<file path="config.mk">
export PLATFORM = sky130hd
export DESIGN_NAME = pio_mailbox
export DESIGN_NICKNAME = d
export VERILOG_FILES = /design/src/rtl/mbx_pkg.sv /design/src/rtl/mbx_doorbell.sv /design/src/rtl/mbx_irq_gen.sv /design/src/rtl/pio_mailbox.sv
export SDC_FILE = /design/constraint.sdc
export NUM_CORES = 1
export LEC_CHECK = 0
export ABC_CLOCK_PERIOD_IN_PS = 1500
export BUFFER_PORTS_ARGS = -buffer_cell sky130_fd_sc_hd__buf_2
export CORE_ASPECT_RATIO = 1.1
export CORE_MARGIN = 2
export CORE_UTILIZATION = 45
export CTS_CLUSTER_SIZE = 24
export DETAILED_ROUTE_END_ITERATION = 7
export PLACE_DENSITY_LB_ADDON = 0.05
export SETUP_SLACK_MARGIN = 0.2
export SYNTH_ARGS = -nofsm -noshare
export SYNTH_HDL_FRONTEND = slang
export SYNTH_HIERARCHICAL = 1
export SYNTH_SLANG_ARGS = --single-unit
</file>
<file path="constraint.sdc">
create_clock -name clk -period 1.5 [get_ports clk]
set_clock_uncertainty 0.15 [all_clocks]
set_input_delay 0.3 -clock clk [delete_from_list [all_inputs] [get_ports clk]]
set_output_delay 0.3 -clock clk [all_outputs]
set_load 0.03 [all_outputs]
</file>
<file path="src/rtl/mbx_pkg.sv">
package mbx_pkg;
  localparam int ADDR_W = 3;
  localparam logic [ADDR_W-1:0] OFF_DATA = 3'd0;
  localparam logic [ADDR_W-1:0] OFF_STAT = 3'd2;
  localparam logic [ADDR_W-1:0] OFF_CTRL = 3'd4;
  localparam logic [ADDR_W-1:0] OFF_EOI  = 3'd5;
  localparam logic [ADDR_W-1:0] OFF_ISEL = 3'd6;

  typedef enum logic [2:0] {
    HS_IDLE     = 3'd0,
    HS_HI_AVAIL = 3'd1,
    HS_HI_ACC   = 3'd2,
    HS_DONE     = 3'd3,
    HS_XFER     = 3'd4,
    HS_ERR      = 3'd5,
    HS_LO_AVAIL = 3'd6,
    HS_LO_ACC   = 3'd7
  } hs_state_e;

  function automatic logic rx_wants_host(input logic [2:0] st);
    return (st == HS_LO_AVAIL) || (st == HS_HI_AVAIL) || (st == HS_ERR);
  endfunction
endpackage

</file>
<file path="src/rtl/mbx_doorbell.sv">
module mbx_doorbell #(
  parameter int N = 2
) (
  input  logic         clk,
  input  logic         rst_n,
  input  logic         wr_en,
  input  logic [N-1:0] new_bits,
  input  logic [N-1:0] old_bits,
  output logic [N-1:0] pulse
);
  for (genvar i = 0; i < N; i++) begin : g_bell
    always_ff @(posedge clk or negedge rst_n) begin
      if (!rst_n) pulse[i] <= 1'b0;
      else        pulse[i] <= wr_en && new_bits[i] && !old_bits[i];
    end
  end
endmodule

</file>
<file path="src/rtl/mbx_irq_gen.sv">
module mbx_irq_gen #(
  parameter int NUM_LINES = 8,
  localparam int SEL_W = $clog2(NUM_LINES)
) (
  input  logic                 clk,
  input  logic                 rst_n,
  input  logic                 req,
  input  logic                 eoi,
  input  logic                 en,
  input  logic [SEL_W-1:0]     sel,
  output logic                 pending,
  output logic [NUM_LINES-1:0] lines
);
  always_ff @(posedge clk or negedge rst_n) begin
    if (!rst_n)   pending <= 1'b0;
    else if (req) pending <= 1'b1;
    else if (eoi) pending <= 1'b0;
  end

  for (genvar i = 0; i < NUM_LINES; i++) begin : g_line
    assign lines[i] = pending && en && (sel == SEL_W'(i));
  end
endmodule

</file>
<file path="src/rtl/pio_mailbox.sv">
module pio_mailbox
  import mbx_pkg::*;
#(
  parameter int DATA_W    = 16,
  parameter int NUM_LINES = 8
) (
  input  logic                 clk,
  input  logic                 rst_n,
  input  logic [ADDR_W-1:0]    hst_addr,
  input  logic                 hst_wr,
  input  logic                 hst_rd,
  input  logic [DATA_W-1:0]    hst_wdata,
  output logic [DATA_W-1:0]    hst_rdata,
  input  logic [DATA_W-1:0]    card_rd_data,
  output logic                 card_rd_stb,
  output logic                 card_wr_stb,
  output logic [DATA_W-1:0]    card_wr_data,
  output logic                 doorbell_rx,
  output logic                 doorbell_tx,
  output logic                 card_reset,
  output logic                 wide_mode,
  output logic [2:0]           tx_state,
  output logic [2:0]           rx_state,
  output logic                 wake,
  output logic                 clrnak,
  output logic                 rx_ready,
  input  logic                 card_irq_req,
  output logic [NUM_LINES-1:0] irq_lines
);
  localparam int BYTE_W = 8;
  localparam int CTRL_W = 6;
  localparam int SEL_W  = $clog2(NUM_LINES);
  localparam int EN_BIT = 4;

  function automatic logic [DATA_W-1:0] lane_fit(input logic wide, input logic [DATA_W-1:0] v);
    return wide ? v : {{(DATA_W-BYTE_W){1'b0}}, v[BYTE_W-1:0]};
  endfunction

  logic [BYTE_W-1:0] status_q;
  logic [CTRL_W-1:0] ctrl_q;
  logic              isel_en_q;
  logic [SEL_W-1:0]  isel_sel_q;
  logic              irq_pending;

  // named events for the checker
  logic wr_data, wr_stat, wr_ctrl, wr_isel, rd_data, eoi_rd, irq_en;
  assign wr_data = hst_wr && (hst_addr == OFF_DATA);
  assign wr_stat = hst_wr && (hst_addr == OFF_STAT);
  assign wr_ctrl = hst_wr && (hst_addr == OFF_CTRL);
  assign wr_isel = hst_wr && (hst_addr == OFF_ISEL);
  assign rd_data = hst_rd && (hst_addr == OFF_DATA);
  assign eoi_rd  = hst_rd && (hst_addr == OFF_EOI);
  assign irq_en  = isel_en_q;

  always_ff @(posedge clk or negedge rst_n) begin
    if (!rst_n) begin
      status_q   <= '0;
      ctrl_q     <= '0;
      isel_en_q  <= 1'b0;
      isel_sel_q <= '0;
    end else begin
      if (wr_stat) status_q <= hst_wdata[BYTE_W-1:0];
      if (wr_ctrl) ctrl_q   <= hst_wdata[CTRL_W-1:0];
      if (wr_isel) begin
        isel_en_q  <= hst_wdata[EN_BIT];
        isel_sel_q <= hst_wdata[SEL_W-1:0];
      end
    end
  end

  always_ff @(posedge clk or negedge rst_n) begin
    if (!rst_n) begin
      card_wr_stb  <= 1'b0;
      card_wr_data <= '0;
    end else begin
      card_wr_stb <= wr_data;
      if (wr_data) card_wr_data <= lane_fit(ctrl_q[5], hst_wdata);
    end
  end

  logic [1:0] bells;
  mbx_doorbell #(.N(2)) u_bell (
    .clk      (clk),
    .rst_n    (rst_n),
    .wr_en    (wr_ctrl),
    .new_bits (hst_wdata[1:0]),
    .old_bits (ctrl_q[1:0]),
    .pulse    (bells)
  );
  assign doorbell_rx = bells[0];
  assign doorbell_tx = bells[1];

  mbx_irq_gen #(.NUM_LINES(NUM_LINES)) u_irq (
    .clk     (clk),
    .rst_n   (rst_n),
    .req     (card_irq_req),
    .eoi     (eoi_rd),
    .en      (isel_en_q),
    .sel     (isel_sel_q),
    .pending (irq_pending),
    .lines   (irq_lines)
  );

  assign card_reset  = ctrl_q[4];
  assign wide_mode   = ctrl_q[5];
  assign tx_state    = status_q[2:0];
  assign rx_state    = status_q[6:4];
  assign clrnak      = status_q[3];
  assign wake        = status_q[7];
  assign rx_ready    = rx_wants_host(status_q[6:4]);
  assign card_rd_stb = rd_data;

  logic [BYTE_W-1:0] isel_view;
  always_comb begin
    isel_view = '0;
    isel_view[EN_BIT] = isel_en_q;
    isel_view[SEL_W-1:0] = isel_sel_q;
  end

  always_comb begin
    hst_rdata = '0;
    unique case (hst_addr)
      OFF_DATA: hst_rdata = lane_fit(ctrl_q[5], card_rd_data);
      OFF_STAT: hst_rdata[BYTE_W-1:0] = status_q;
      OFF_CTRL: hst_rdata[CTRL_W-1:0] = ctrl_q;
      OFF_ISEL: hst_rdata[BYTE_W-1:0] = isel_view;
      default:  hst_rdata = '0;
    endcase
  end
endmodule

</file>
==> flow_metrics.tcl, run 1 <==
set metrics [dict create \
    synth.distinct_cells 31 \
    error_line "[ERROR DPL-0033] detailed placement checks failed during check placement." \
    place_area_um2 2920 \
    synthesis.area_um2 1890 \
    lastStage "global routing (5_1_grt)" \
    synth-seq-area-share 0.503 \
    start_util 0.473 \
    die_x_um 65.8 \
    synthCells 141 \
    clock_sinks 38 \
    clock_path_buffers 2 \
    synth_area_per_cell_um2 13.4 \
    rows 24 \
    synth_area_leaders "dfrtp_1 (50%), mux2_2 (11%), mux2_4 (6.4%)" \
    ys_ff_latch 38 \
    grt_max_degree 39 \
    synth_top_area_share 0.503 \
    root_buffer "clkbuf_8" \
    die_height_um 72.0 \
    status "stopped before the end" \
    cts_inserted_buffers 5 \
    worst_endpoint_kind "primary output" \
    io_buffers 94 \
    antenna_found_initial 1 \
    io_pins 95 \
    yosysWarningCount 6 \
    routabilityCongestion 0.720 \
    htree_num_levels 2 \
    syn_nets 181 \
    synth_top_cell_by_area "dfrtp_1" \
    synth_edf_count 0 \
    async_flop_share 1.00 \
    synthFlopType "dfrtp_1" \
    crit_endpoint "hst_rdata[10]" \
    post-dp-hpwl_um 3840 \
]
-- synth_stat cells, types with 2 or more instances --
library cell / instances
a211oi_1: 4
nor3_2: 2
o22ai_1: 4
dfrtp_1: 38
and2_1: 9
mux2_2: 18
mux2i_1: 11
nand2_1: 2
buf_2: 2
a22o_1: 8
buf_4: 2
nor2b_1: 2
nor3b_4: 2
and3b_1: 2
nor2_1: 8
mux2_4: 8
nand2b_1: 5
-- per-stage QoR --
step	utilization	TNS [ns]	cells	setup WS (ns)
floorplan	-	-0.854	141	-0.0535
global placement	0.731	-9.20	303	-0.230
detailed placement	0.731	-10.81	303	-0.296
CTS	0.885	-4.74	327	-0.256
-- cell families after synthesis --
logic type,count (synthesis),synth area share
AOI/OAI and AO/OA,17,0.0709
buffers and inverters,8,0.0318
DFF,38,0.503
muxes,37,0.229
and+or+nand+nor,41,0.165
-- repair_timing --
action	in CTS
resized for setup	129
setup endpoints to repair	85
cloned	2
endpoints found under the hold margin	38
buffers inserted	13
hold buffers	1
pin swaps	22
==> run 2: changes to the inputs <==
CORE_ASPECT_RATIO = not set   (was 1.1)
CORE_UTILIZATION = 40   (was 45)
CTS_CLUSTER_SIZE = not set   (was 24)
PLACE_DENSITY_LB_ADDON = 0.15   (was 0.05)
SETUP_SLACK_MARGIN = not set   (was 0.2)
==> flow_metrics.tcl, run 2 <==
set metrics [dict create \
    status "finished, violations left" \
    failed_checks "setup timing" \
    syn_nets 181 \
    cp.required_ns 1.05 \
    clock_sinks 38 \
    worstSkewPairLatency_ns 0.29 \
    first_global_vias 1576 \
    synth_top_area_share 0.503 \
    grt_pass1_wl_um 7970 \
    worstHoldPathCells 2 \
    start_util 0.408 \
    mostFrequentLayoutCell "buf_2" \
    ys_ff_latch 38 \
    path_delay_family "flip-flops" \
    vias_per_cell 4.93 \
    largest_reg_flops 16 \
    fmax_ghz 0.567 \
    ys_top_cells_by_count "dfrtp_1 (38), mux2_2 (18), mux2i_1 (11)" \
    routabilityCongestion 0.713 \
    final_cell_mix "buf_2 (64), buf_6 (38), dfrtp_1 (32)" \
    min-delay-start "card_irq_req" \
    setup_viol 26 \
    worst_r2r_endpoint "card_wr_data[14]$_DFFE_PN0P_" \
    wl_per_cell_um 15.8 \
    clock_path_buffers 2 \
    r2r_start "ctrl_q[5]$_DFFE_PN0P_" \
    fin_crit_ns 1.76 \
    switching_share 0.363 \
    tritoncts "done" \
    die_height_um 72.7 \
    rsz0062_at_grt "yes" \
    cp-start-kind "flop" \
    power_frac_comb 0.431 \
    setup_slack_ns -0.265 \
    synth-seq-area-share 0.503 \
    peakVddDrop_v 0.000700 \
    maxCapViolCount 0 \
    vias 1603 \
    first_iter_violations 71 \
    synth_edf_count 0 \
    finalCritPeriodShare 1.18 \
    synthCells 141 \
    grtUsageTotal 0.201 \
    hold_end "u_irq/pending$_DFFE_PN0P_" \
    hold_viol 0 \
    synthFlopType "dfrtp_1" \
    power_w 0.00400 \
    root_buffer "clkbuf_8" \
    synth_top_cell_by_area "dfrtp_1" \
    coreArea_um2 4630 \
    p_seq_frac 0.355 \
    holdWs_ns 0.0417 \
    synth_area_leaders "dfrtp_1 (50%), mux2_2 (11%), mux2_4 (6.4%)" \
    worstMarginPinSlew_ns 0.295 \
    p_sw_w 0.00145 \
    antenna_found_initial 0 \
    rows 25 \
    synth_area_per_cell_um2 13.4 \
    path_class "reg -> out" \
    grt_max_degree 39 \
    path_cells "nor4b_4, buf_4, and2_2, buf_6" \
    cp_num_buf_inv 2 \
    crit_path_end_kind "output pin" \
    p_per_area_nw_per_um2 1180 \
    yosysWarningCount 6 \
    crit_slowest_cell "dfrtp_2" \
    postRouteAntennaNets 0 \
    drc 0 \
    nets 310 \
    r2r_slack_ns 0.09 \
    slew_viol_final 0 \
    drt_pass1_iterations 4 \
    max-slew-margin-rel 0.803 \
    path_clk_slew_ns 0.08 \
    area_delta_synth_final_pct 78.7 \
    p_int_w 0.00255 \
    htree_num_levels 2 \
    reg2reg_depth 4 \
    io_buffers 94 \
    clkPwrFrac 0.214 \
    synth_most_common_cell "dfrtp_1" \
    post-dp-hpwl_um 3490 \
    hp-class "in -> reg" \
    synthesis.area_um2 1890 \
    synth.distinct_cells 31 \
    grt_overflow 0 \
    crit_fanout 9 \
    wirelength_um 5140 \
    place_ws_ns -0.281 \
    io_pins 95 \
    crit_start "ctrl_q[5]$_DFFE_PN0P_" \
    cts_inserted_buffers 5 \
    die-area_um2 5290 \
    antenna_cells 0 \
    arrival_ns 1.31 \
    drive_gt1_frac 0.808 \
    cpPeakStageDelay_ns 0.41 \
    p_leak_nw 1.58 \
    placed_cells 302 \
    reg_top3 "card_wr_data x16, status_q x8, ctrl_q x6" \
    top_register "card_wr_data" \
    async_flop_share 1.00 \
    layoutNonFillerInstCount 325 \
    die_x_um 72.7 \
]
==> run 2: layout make-up <==
cell class	instances	area, um^2
repair buffers	128	1020
clock buffers	5	68.8
inverters	2	20.0
well taps	54	67.6
clock inverters	3	40.0
multi-input cells	95	1200
flip-flops and latches	38	958
fillers	338	1250
==> run 2: layer usage <==
layer	vias to the layer above	part of all wire	track usage
li1	772	-	-
met1	782	0.41	0.252
met2	47	0.54	0.343
met3	2	0.055	0.0580
met4	0	0.0031	0.0494
met5	-	0	0
==> run 2: power groups by stage <==
stage	clock [W]	sequential (W)	combinational (W)
after global placement	0	0.00141	0.00129
final	0.000854	0.00142	0.00172
after CTS	0.000878	0.00141	0.00163
after floorplan	0	0.00168	0.000599
after detailed placement	0	0.00140	0.00131
after global routing	0.000911	0.00145	0.00181
==> run 2: timing repair <==
| action | 4_1_cts | 5_1_grt |
|---|---|---|
| hold endpoints to repair | 38 | 0 |
| gates cloned | 1 | 0 |
| endpoints found under the setup margin | 26 | 29 |
| setup buffers | 14 | 1 |
| pin swaps | 14 | 7 |
| gates resized for setup | 84 | 27 |
| hold buffers | 1 | 0 |
==> run 2: kinds of logic (layout without fill, tap and decap cells) <==
logic type | count (synthesis) | after routing | share of synthesized area
buffers and inverters | 8 | 138 | 0.0318
muxes | 37 | 37 | 0.229
AOI/OAI and AO/OA | 17 | 17 | 0.0709
DFF | 38 | 38 | 0.503
and+or+nand+nor | 41 | 41 | 0.165
==> run 2: how the worst max path moves through the flow <==
stage	slack [ns]	cells after the start	endpoint
after detailed placement	-0.28	5	hst_rdata[4]
final	-0.26	4	hst_rdata[14]
after floorplan	-0.05	5	card_wr_data[0]$_DFFE_PN0P_
after global routing	-0.32	4	hst_rdata[14]
after CTS	-0.27	4	hst_rdata[8]
after global placement	-0.24	5	hst_rdata[2]
==> run 2: per-stage QoR <==
stage / instance area, um^2 / util / setup TNS [ns]
after floorplan: 2090 / - / -0.737
after global placement: 2730 / 0.590 / -9.46
after detailed placement: 2730 / 0.590 / -10.29
after CTS: 3270 / 0.707 / -4.36
after global routing: 3380 / 0.729 / -5.72
final: 3380 / 0.729 / -4.32
==> run 2: worst reg2reg max path, cell delays in order, from the launching register on <==
cell and delay [ns]:
dfrtp_2 0.36, nor4b_4 0.18, buf_4 0.18, and2_1 0.30
a22o_1 0.17
No activity file was read; power rests on OpenSTA's default activity.
